$ cat src/rtl/sqrt_pkg.sv
package sqrt_pkg;
  typedef enum logic [1:0] {
    ST_IDLE  = 2'd0,
    ST_WHOLE = 2'd1,
    ST_FRAC  = 2'd2
  } sq_state_e;
endpackage

$ cat src/rtl/sqrt_rst_sync.sv
module sqrt_rst_sync #(
  parameter int STAGES = 2
) (
  input  logic clk,
  input  logic rst_n,
  output logic rst_sync_n
);
  logic [STAGES-1:0] sync_q;

  always_ff @(posedge clk or negedge rst_n) begin
    if (!rst_n) sync_q <= '0;
    else        sync_q <= {sync_q[STAGES-2:0], 1'b1};
  end

  assign rst_sync_n = sync_q[STAGES-1];
endmodule

$ cat src/rtl/sqrt_lead_pairs.sv
module sqrt_lead_pairs #(
  parameter int IN_W  = 16,
  parameter int CNT_W = 4
) (
  input  logic [IN_W-1:0]  value_i,
  output logic [CNT_W-1:0] sig_pairs_o,
  output logic [IN_W-1:0]  aligned_o
);
  localparam int PAIRS = IN_W / 2;

  logic [CNT_W-1:0] sig;

  always_comb begin
    sig = '0;
    for (int i = 0; i < PAIRS; i++) begin
      if (value_i[2*i +: 2] != 2'b00) sig = CNT_W'(i + 1);
    end
  end

  always_comb begin
    aligned_o = value_i << (2 * (PAIRS - int'(sig)));
  end

  assign sig_pairs_o = sig;
endmodule

$ cat src/rtl/sqrt_step.sv
module sqrt_step #(
  parameter int ROOT_W = 16,
  parameter int REM_W  = 19
) (
  input  logic [REM_W-1:0]  rem_i,
  input  logic [ROOT_W-1:0] root_i,
  input  logic [1:0]        pair_i,
  output logic [REM_W-1:0]  rem_o,
  output logic [ROOT_W-1:0] root_o
);
  logic [REM_W-1:0] rem_sh;
  logic [REM_W-1:0] trial;

  always_comb begin
    rem_sh = {rem_i[REM_W-3:0], pair_i};
    trial  = REM_W'({root_i, 2'b01});
    if (rem_sh >= trial) begin
      rem_o  = rem_sh - trial;
      root_o = {root_i[ROOT_W-2:0], 1'b1};
    end else begin
      rem_o  = rem_sh;
      root_o = {root_i[ROOT_W-2:0], 1'b0};
    end
  end
endmodule

$ cat src/rtl/sqrt_ctrl.sv
module sqrt_ctrl
  import sqrt_pkg::*;
#(
  parameter int IN_W   = 16,
  parameter int FRAC_W = 8
) (
  input  logic              clk,
  input  logic              rst_n,
  input  logic              start_i,
  input  logic [IN_W-1:0]   operand_i,
  output logic [((IN_W/2) > FRAC_W ? (IN_W/2) : FRAC_W)-1:0] res_o,
  output logic              whole_vld_o,
  output logic              frac_vld_o
);
  localparam int HALF_W = IN_W / 2;
  localparam int PAIRS  = HALF_W;
  localparam int ROOT_W = HALF_W + FRAC_W;
  localparam int REM_W  = ROOT_W + 3;
  localparam int OUT_W  = (HALF_W > FRAC_W) ? HALF_W : FRAC_W;
  localparam int MAXC   = (PAIRS > FRAC_W) ? PAIRS : FRAC_W;
  localparam int CNT_W  = $clog2(MAXC + 1);

  sq_state_e        state_q, state_d;
  logic [CNT_W-1:0] cnt_q, cnt_d;
  logic [IN_W-1:0]  opr_q, opr_d;
  logic [REM_W-1:0] rem_q, rem_d;
  logic [ROOT_W-1:0] root_q, root_d;
  logic [OUT_W-1:0] res_q, res_d;
  logic             whole_q, whole_d;
  logic             frac_q, frac_d;

  logic             work_en;
  logic             res_en;

  logic [CNT_W-1:0] sig_pairs;
  logic [IN_W-1:0]  aligned;
  logic [REM_W-1:0] rem_step;
  logic [ROOT_W-1:0] root_step;

  sqrt_lead_pairs #(.IN_W(IN_W), .CNT_W(CNT_W)) lead_i (
    .value_i    (operand_i),
    .sig_pairs_o(sig_pairs),
    .aligned_o  (aligned)
  );

  sqrt_step #(.ROOT_W(ROOT_W), .REM_W(REM_W)) step_i (
    .rem_i (rem_q),
    .root_i(root_q),
    .pair_i(opr_q[IN_W-1 -: 2]),
    .rem_o (rem_step),
    .root_o(root_step)
  );

  // next-state logic
  always_comb begin
    state_d = state_q;
    cnt_d   = cnt_q;
    opr_d   = opr_q;
    rem_d   = rem_q;
    root_d  = root_q;
    res_d   = res_q;
    whole_d = 1'b0;
    frac_d  = 1'b0;
    work_en = 1'b0;
    res_en  = 1'b0;
    unique case (state_q)
      ST_IDLE: begin
        if (start_i) begin
          work_en = 1'b1;
          state_d = ST_WHOLE;
          cnt_d   = sig_pairs;
          opr_d   = aligned;
          rem_d   = '0;
          root_d  = '0;
        end
      end
      ST_WHOLE: begin
        work_en = 1'b1;
        if (cnt_q != '0) begin
          cnt_d  = cnt_q - 1'b1;
          opr_d  = opr_q << 2;
          rem_d  = rem_step;
          root_d = root_step;
        end else begin
          res_en  = 1'b1;
          res_d   = OUT_W'(root_q[HALF_W-1:0]);
          whole_d = 1'b1;
          state_d = ST_FRAC;
          cnt_d   = CNT_W'(FRAC_W);
        end
      end
      ST_FRAC: begin
        work_en = 1'b1;
        if (cnt_q != '0) begin
          cnt_d  = cnt_q - 1'b1;
          opr_d  = opr_q << 2;
          rem_d  = rem_step;
          root_d = root_step;
        end else begin
          res_en  = 1'b1;
          res_d   = OUT_W'(root_q[FRAC_W-1:0]);
          frac_d  = 1'b1;
          state_d = ST_IDLE;
        end
      end
      default: begin
        work_en = 1'b1;
        state_d = ST_IDLE;
      end
    endcase
  end

  // registers
  always_ff @(posedge clk or negedge rst_n) begin
    if (!rst_n) begin
      state_q <= ST_IDLE;
      cnt_q   <= '0;
      opr_q   <= '0;
      rem_q   <= '0;
      root_q  <= '0;
      res_q   <= '0;
      whole_q <= 1'b0;
      frac_q  <= 1'b0;
    end else begin
      whole_q <= whole_d;
      frac_q  <= frac_d;
      if (work_en) begin
        state_q <= state_d;
        cnt_q   <= cnt_d;
        opr_q   <= opr_d;
        rem_q   <= rem_d;
        root_q  <= root_d;
      end
      if (res_en) res_q <= res_d;
    end
  end

  assign res_o       = res_q;
  assign whole_vld_o = whole_q;
  assign frac_vld_o  = frac_q;

  // restoring invariant: partial remainder never exceeds twice the partial root
  assert_rem_bound_R2: assert property (@(posedge clk) disable iff (!rst_n)
    (state_q != ST_IDLE) |-> ({1'b0, rem_q} <= (REM_W+1)'({root_q, 1'b0})));

  // a strobe while busy must not reload the counter
  assert_busy_ignore_R6: assert property (@(posedge clk) disable iff (!rst_n)
    (state_q != ST_IDLE && cnt_q != '0) |=>
      (cnt_q == $past(cnt_q) - 1'b1 && state_q == $past(state_q)));

  assert_whole_single_R8: assert property (@(posedge clk) disable iff (!rst_n)
    whole_q |=> !whole_q);

  assert_frac_single_R8: assert property (@(posedge clk) disable iff (!rst_n)
    frac_q |=> !frac_q);

  assert_pulse_excl_R8: assert property (@(posedge clk) disable iff (!rst_n)
    !(whole_q && frac_q));

  assert_res_hold_R7: assert property (@(posedge clk) disable iff (!rst_n)
    (!whole_q && !frac_q) |-> $stable(res_q) || $past(!rst_n));
endmodule

$ cat src/rtl/fxsqrt_seq.sv
module fxsqrt_seq #(
  parameter int IN_W   = 16,
  parameter int FRAC_W = 8
) (
  input  logic            clk,
  input  logic            rst_n,
  input  logic            start_i,
  input  logic [IN_W-1:0] operand_i,
  output logic [((IN_W/2) > FRAC_W ? (IN_W/2) : FRAC_W)-1:0] res_o,
  output logic            whole_vld_o,
  output logic            frac_vld_o
);
  localparam int GAP_MAX = FRAC_W + 2;
  localparam int GAP_W   = $clog2(GAP_MAX + 1);

  logic rst_sync_n;

  sqrt_rst_sync #(.STAGES(2)) rst_i (
    .clk       (clk),
    .rst_n     (rst_n),
    .rst_sync_n(rst_sync_n)
  );

  sqrt_ctrl #(.IN_W(IN_W), .FRAC_W(FRAC_W)) ctrl_i (
    .clk        (clk),
    .rst_n      (rst_sync_n),
    .start_i    (start_i),
    .operand_i  (operand_i),
    .res_o      (res_o),
    .whole_vld_o(whole_vld_o),
    .frac_vld_o (frac_vld_o)
  );

  // cycles elapsed since the last whole pulse, saturating
  logic [GAP_W-1:0] gap_q;

  always_ff @(posedge clk or negedge rst_sync_n) begin
    if (!rst_sync_n)                                gap_q <= '0;
    else if (whole_vld_o)                           gap_q <= GAP_W'(1);
    else if (gap_q != '0 && gap_q != GAP_W'(GAP_MAX)) gap_q <= gap_q + 1'b1;
  end

  assert_frac_gap_R4: assert property (@(posedge clk) disable iff (!rst_sync_n)
    frac_vld_o |-> (gap_q == GAP_W'(FRAC_W + 1)));
endmodule

$ cat config.mk
export PLATFORM = sky130hd
export DESIGN_NAME = fxsqrt_seq
export DESIGN_NICKNAME = d
export VERILOG_FILES = /design/src/rtl/sqrt_pkg.sv /design/src/rtl/sqrt_rst_sync.sv /design/src/rtl/sqrt_lead_pairs.sv /design/src/rtl/sqrt_step.sv /design/src/rtl/sqrt_ctrl.sv /design/src/rtl/fxsqrt_seq.sv
export SDC_FILE = /design/constraint.sdc
export NUM_CORES = 1
export LEC_CHECK = 0
export CORE_MARGIN = 3
export CORE_UTILIZATION = 40
export DETAILED_ROUTE_END_ITERATION = 10
export DONT_BUFFER_PORTS = 1
export PLACE_DENSITY = 0.51
export SLEW_MARGIN = 30
export SYNTH_ARGS = -nofsm -noshare
export SYNTH_HDL_FRONTEND = slang
export SYNTH_SLANG_ARGS = --single-unit
$ cat constraint.sdc
create_clock -name clk -period 4.25 [get_ports clk]
set_input_delay 0.6375 -clock clk [delete_from_list [all_inputs] [get_ports clk]]
set_output_delay 0.6375 -clock clk [all_outputs]
set_load 0.05 [all_outputs]
# After elaboration in Yosys (flattened, before gate mapping)

Index checks and enable logic that the tools add are counted.

$add $sub $neg: 3
Magnitude comparators: 1
Eq/ne operators: 7
Shift operators: 1
Muxes and demuxes: 33
Bitwise operators: 1
Reduce and logical (&&, ||, !) cells: 17

Operators with widths:

| kind                                                                    | number |
|---|---|
| 16-bit 2-to-1 mux                                                       | 4 |
| 16-bit one-hot mux with 2 select lines                                  | 2 |
| 17-bit 2-to-1 mux                                                       | 3 |
| 4-bit 2-to-1 mux                                                        | 10 |
| 17-bit one-hot mux with 2 select lines                                  | 1 |
| 16-bit by 32-bit left shift with 16-bit output                          | 1 |
| 19-bit by 18-bit >= comparator with 1-bit output                        | 1 |
| 2-bit nonzero test                                                      | 9 |
| 17-bit subtractor                                                       | 1 |
| 4-bit one-hot mux with 3 select lines                                   | 1 |
| 4-bit AND reduction                                                     | 3 |
| 1-bit 2-to-1 mux                                                        | 8 |
| 2-bit 2-to-1 mux                                                        | 3 |
| 2-bit inequality test, second input constant                            | 3 |
| 2-bit one-hot mux with 3 select lines                                   | 1 |
| 4-bit by 4-bit subtractor with 5-bit output, first input constant       | 1 |
| 2-bit by 1-bit inequality test with 1-bit output, second input constant | 2 |
| 4-bit nonzero test                                                      | 1 |
| 4-bit by 1-bit subtractor with 4-bit output, second input constant      | 1 |
| 3-bit AND reduction                                                     | 1 |
| 3-bit nonzero test                                                      | 1 |
| 2-bit by 1-bit equality test with 1-bit output, second input constant   | 1 |
| 2-bit equality test, second input constant                              | 1 |
| 2-bit zero test                                                         | 1 |
| other kinds (2)                                                         | 2 |

Register bits: 67
Output and inout bits: 10
Logic and storage cells: 72

# Longest topological paths before layout

Depth in word-level cells: 13
Gate-level depth with buffers: 14

# Hierarchy

A second synthesis with hierarchy kept.

Cells, all modules: 575
Area total of the unflattened synthesis: 5,265.0 um^2

By module, submodules not included:

| module          | times used | cells each | area each (um^2) |
|---|---|---|---|
| sqrt_ctrl       | 1          | 292        | 3,169.3 |
| sqrt_step       | 1          | 187        | 1,325.0 |
| sqrt_lead_pairs | 1          | 93         | 716.9 |
| sqrt_rst_sync   | 1          | 3          | 53.8 |

# Worst setup path after synthesis

Ideal clock, no wire load.

Kind: input port to flip-flop
Start point: input operand_i[2]
End point: register ctrl_i.opr_q[15]
Data arrival time: 3,112 ps
Required time: 4,124 ps
Path slack: 1,012 ps
Stages: 10
Buffers on the path: 3
Cells stage by stage: o311ai_2 > nand3_2 > a21oi_4 > buf_4 > inv_1 > ha_1 > clkbuf_1 > clkbuf_1 > a22oi_1 > a221o_1

Cells in the longest elaborated chain, start to end: 12

Ends and longest elaborated chain:

| what                                           | RTL line              | text |
|---|---|---|
| start: declaration                             | fxsqrt_seq.sv:8       | `input logic [IN_W-1:0] operand_i,` |
| 2-bit nonzero test                             | sqrt_lead_pairs.sv:16 | `if (value_i[2*i +: 2] != 2'b00) sig = CNT_W'(i + 1);` |
| 4-bit 2-to-1 mux (7 in a row)                  | sqrt_lead_pairs.sv:16 |  |
| 4-bit by 4-bit subtractor with 5-bit output    | sqrt_lead_pairs.sv:21 | `aligned_o = value_i << (2 * (PAIRS - int'(sig)));` |
| 16-bit by 32-bit left shift with 16-bit output | sqrt_lead_pairs.sv:21 |  |
| 16-bit 2-to-1 mux                              | sqrt_ctrl.sv:68       | `if (start_i) begin` |
| 16-bit one-hot mux with 2 select lines         | sqrt_ctrl.sv:66       | `unique case (state_q)` |
| end signal: assignment                         | sqrt_ctrl.sv:130      | `opr_q <= opr_d;` |
| end: declaration                               | sqrt_ctrl.sv:25       | `logic [IN_W-1:0] opr_q, opr_d;` |

No other way between the ends. The select of a mux whose other input is x is not followed.
A chain may end at the register's enable or synchronous reset.

# Final worst setup path

Start point: input operand_i[8]
End point: register ctrl_i.opr_q[7]

Cells in the longest elaborated chain, start to end: 9

Ends and longest elaborated chain:

| what                                           | RTL line |
|---|---|
| 2-bit nonzero test                             | sqrt_lead_pairs.sv:16 |
| 4-bit 2-to-1 mux (4 in a row)                  | sqrt_lead_pairs.sv:16 |
| 4-bit by 4-bit subtractor with 5-bit output    | sqrt_lead_pairs.sv:21 |
| 16-bit by 32-bit left shift with 16-bit output | sqrt_lead_pairs.sv:21 |
| 16-bit 2-to-1 mux                              | sqrt_ctrl.sv:68 |
| 16-bit one-hot mux with 2 select lines         | sqrt_ctrl.sv:66 |

No other way between the ends. The select of a mux whose other input is x is not followed.

==> impl_metrics.yaml <==
timing:
  slew_headroom: 0.4736
  timing.fmax_ghz: 0.3444
  drv_slew: 0
  fin_crit_sh: 0.6831
  hold_violations: 0
  tns_ns: 0
  finalClockSkew_ns: 0.01298
  rsz0062_at_grt: "false"
  period_needed_ns: 2.903
  worst_pin_slew_ns: 0.7897
  finalSetupViolations: 0
clocking:
  clk_latency_ns: 0.35
  clockBufferDepth: 2
  cts_setup_buffers: 0
  cts_made_buffers: 9
  cts.sinks: 67
  clkTransAtPathRegs_ns: 0.08
  cts_root_buf: "clkbuf_8"
  ctsResizeCount: 0
  hold_buffers: 1
  htree_levels: 3
  tritoncts: "built"
setup_path:
  r2r_start: "ctrl_i.state_q[1]"
  required_ns: 4.48
  r2r_cells: 8
  critPathArrivalTime_ns: 3.14
  rrSetupSlack_ns: 1.35
  end_kind: "flop"
  critPathKind: "input port to flop"
  crit_path_start_kind: "input port"
  worst_r2r_endpoint: "ctrl_i.opr_q[8]"
  cp_max_fo: 12
power:
  p_int_mw: 1.991
  pwr-share-clk: 0.155
  p_seq_frac: 0.270
  power_frac_comb: 0.575
  leakage_nw: 2.042
  power_mw: 3.807
  p_per_area_nw_per_um2: 796.9
  switching_power_mw: 1.816
  swShare: 0.4769
  irDropWorstVdd_uv: 411.2
floorplanning:
  die_x_um: 111.0
  rows: 37
  pin_count: 29
  die_h_um: 111.0
  start_util: 0.4197
  die-area_um2: 12320
  core-area_um2: 10510
synth:
  synth_seq_cells: 67
  seq_area_frac_synth: 0.3801
  ys.flop_type: "dfrtp_1"
  syn_nets: 539
  syn_area_um2: 4410
  avgSynthCellArea_um2: 8.892
  synth_cells: 496
  synth-async-reset-ratio: 1.000
  synth_edf_count: 0
  synth_warnings: 0
  yosysUniqueCellTypes: 66
placed_design:
  post_dp_cell_area_um2: 4542
  gp_congestion: 0.8539
  dp_cells: 617
  portBuffers: 0
  hpwl_mm: 7.947
drt:
  via_count: 3684
  drc: 0
  wire_per_inst_um: 17.14
  vias_per_cell: 5.811
  drt_iter0_markers: 261
  drtAntennaViolNets: 0
  finalWirelength_mm: 10.86
  firstDrtPassIters: 5
global_routing:
  grt_pass1_vias: 3688
  grt-ovfl-total: 0
  grtUsageTotal: 0.1834
  antenna_found_initial: 0
  grt_max_degree: 43
  grt_pass1_wl_mm: 18.75
layout:
  insertedDiodeCount: 0
  n_fill_cell: 1004
  drive_gt1_frac: 0.08835
  post-route-util: 0.4546
  finish.instance_area_um2: 4777
  nets: 536
  final-instance-count-excl-fill: 634
  area_growth_pct: 8.312
hold_path:
  min_path_type: "flop to async pin"
flow_run:
  maxCapViolCount: 0
status:
  outcome: "completed"
[worst max path at each step]
stage                           start                to  slack (ns)  cells past startpoint
floorplan                operand_i[2]  ctrl_i.opr_q[15]        1.01                     10
global placement         operand_i[8]   ctrl_i.opr_q[7]        1.06                     10
detailed placement       operand_i[8]   ctrl_i.opr_q[7]        1.02                     10
CTS                 ctrl_i.state_q[1]   ctrl_i.opr_q[8]        1.34                      8
global route        ctrl_i.state_q[1]   ctrl_i.opr_q[8]        1.08                      8
finish                   operand_i[8]   ctrl_i.opr_q[7]        1.35                     10
[sequential cells by signal (all words and copies together) (netlist names)]
name and flops:
ctrl_i.opr_q 16, ctrl_i.whole_vld_o 1, ctrl_i.root_q 16, ctrl_i.frac_vld_o 1, rst_i.sync_q 2, ctrl_i.cnt_q 4, ctrl_i.state_q 2, ctrl_i.rem_q 17
ctrl_i.res_o 8
[power groups by stage]
| stage | registers (mW) | clock network [mW] | logic (mW) |
|---|---|---|---|
| after floorplan | 1.00 | 0 | 1.72 |
| after global placement | 1.04 | 0 | 2.18 |
| after detailed placement | 1.04 | 0 | 2.18 |
| after CTS | 1.03 | 0.607 | 2.19 |
| after global routing | 1.05 | 0.636 | 2.48 |
| final | 1.03 | 0.589 | 2.19 |
[routing by layer]
| metal | GRT usage | up-vias | wire (um) |
|---|---|---|---|
| met5 | 0 | - | 0 |
| met4 | 0.06650 | 0 | 250 |
| met3 | 0.03876 | 23 | 500 |
| met2 | 0.2795 | 92 | 4761 |
| met1 | 0.2567 | 1757 | 5352 |
| li1 | - | 1812 | - |
[layout make-up]
class / count / area [um^2] / area share
tap: 136 / 170.2 / 0.03562
clock buffer: 10 / 127.6 / 0.02672
timing repair buffer: 10 / 77.57 / 0.01624
inverter: 30 / 112.6 / 0.02357
clock inverter: 6 / 90.09 / 0.01886
multi-input combinational: 375 / 2521 / 0.5278
sequential: 67 / 1678 / 0.3512
[stage by stage]
step,setup WS [ns],hold slack (ns)
after detailed placement,1.016,0.3420
after global routing,1.078,0.3810
after floorplan,1.012,0.3312
final,1.347,0.3598
after CTS,1.341,0.3794
after global placement,1.064,0.3420
[critical path, cell delays in order]
cell and delay [ns]:
nor4_1 0.56, inv_1 0.08, o21ai_0 0.18, nand2_1 0.10, ha_1 0.54, buf_4 0.26
mux2i_1 0.29, a221oi_2 0.12, a222oi_1 0.31, inv_1 0.06
[cells in the final DEF, fill, tap and decap left out, types with 15 or more instances in the layout]
cell     instances
nand2_1         34
o21ai_0         50
ha_1            24
nor2_1          50
dfrtp_1         66
a21oi_1         28
mux2i_1         15
inv_1           30
nand3_1         29
[kinds of logic (layout without fill, tap and decap cells)]
kind of cell | count (synthesis) | in the layout | share of synthesized area
and+or+nand+nor | 158 | 158 | 0.1713
AOI/OAI and AO/OA | 153 | 153 | 0.2377
DFF | 67 | 67 | 0.3801
buffers and inverters | 54 | 56 | 0.04993
adders and majority gates | 24 | 24 | 0.06809
muxes | 21 | 21 | 0.05617
xor gates and xnor gates | 18 | 18 | 0.03575
other | 1 | 1 | 0.0008502
[synth_stat cells (3+ instances only)]
| master | number | area share |
|---|---|---|
| nor4_1 | 4 | 0.0057 |
| a22oi_1 | 4 | 0.0068 |
| xor2_1 | 9 | 0.018 |
| buf_2 | 5 | 0.0057 |
| a22o_1 | 4 | 0.0079 |
| nand4_1 | 5 | 0.0071 |
| a32oi_1 | 5 | 0.0099 |
| o22ai_1 | 3 | 0.0043 |
| xnor2_1 | 9 | 0.018 |
| o21ai_1 | 3 | 0.0034 |
| nor3_1 | 7 | 0.0079 |
| o21ai_0 | 50 | 0.057 |
| and3_1 | 6 | 0.0085 |
| a221o_1 | 7 | 0.016 |
| mux2i_1 | 15 | 0.034 |
| a211oi_1 | 3 | 0.0051 |
| nand3_1 | 29 | 0.033 |
| o311ai_0 | 7 | 0.014 |
| or3_1 | 4 | 0.0057 |
| mux2_2 | 4 | 0.010 |
| inv_1 | 30 | 0.026 |
| a21oi_1 | 28 | 0.032 |
| a31oi_1 | 5 | 0.0071 |
| o31ai_1 | 3 | 0.0051 |
| nand2_1 | 34 | 0.029 |
| nand2b_1 | 5 | 0.0071 |
| or2_2 | 3 | 0.0043 |
| clkbuf_1 | 15 | 0.013 |
| ha_1 | 24 | 0.068 |
| dfrtp_1 | 67 | 0.38 |
| nor2_1 | 50 | 0.043 |
| a21o_1 | 6 | 0.010 |
Power figures use the tool's default switching activity.
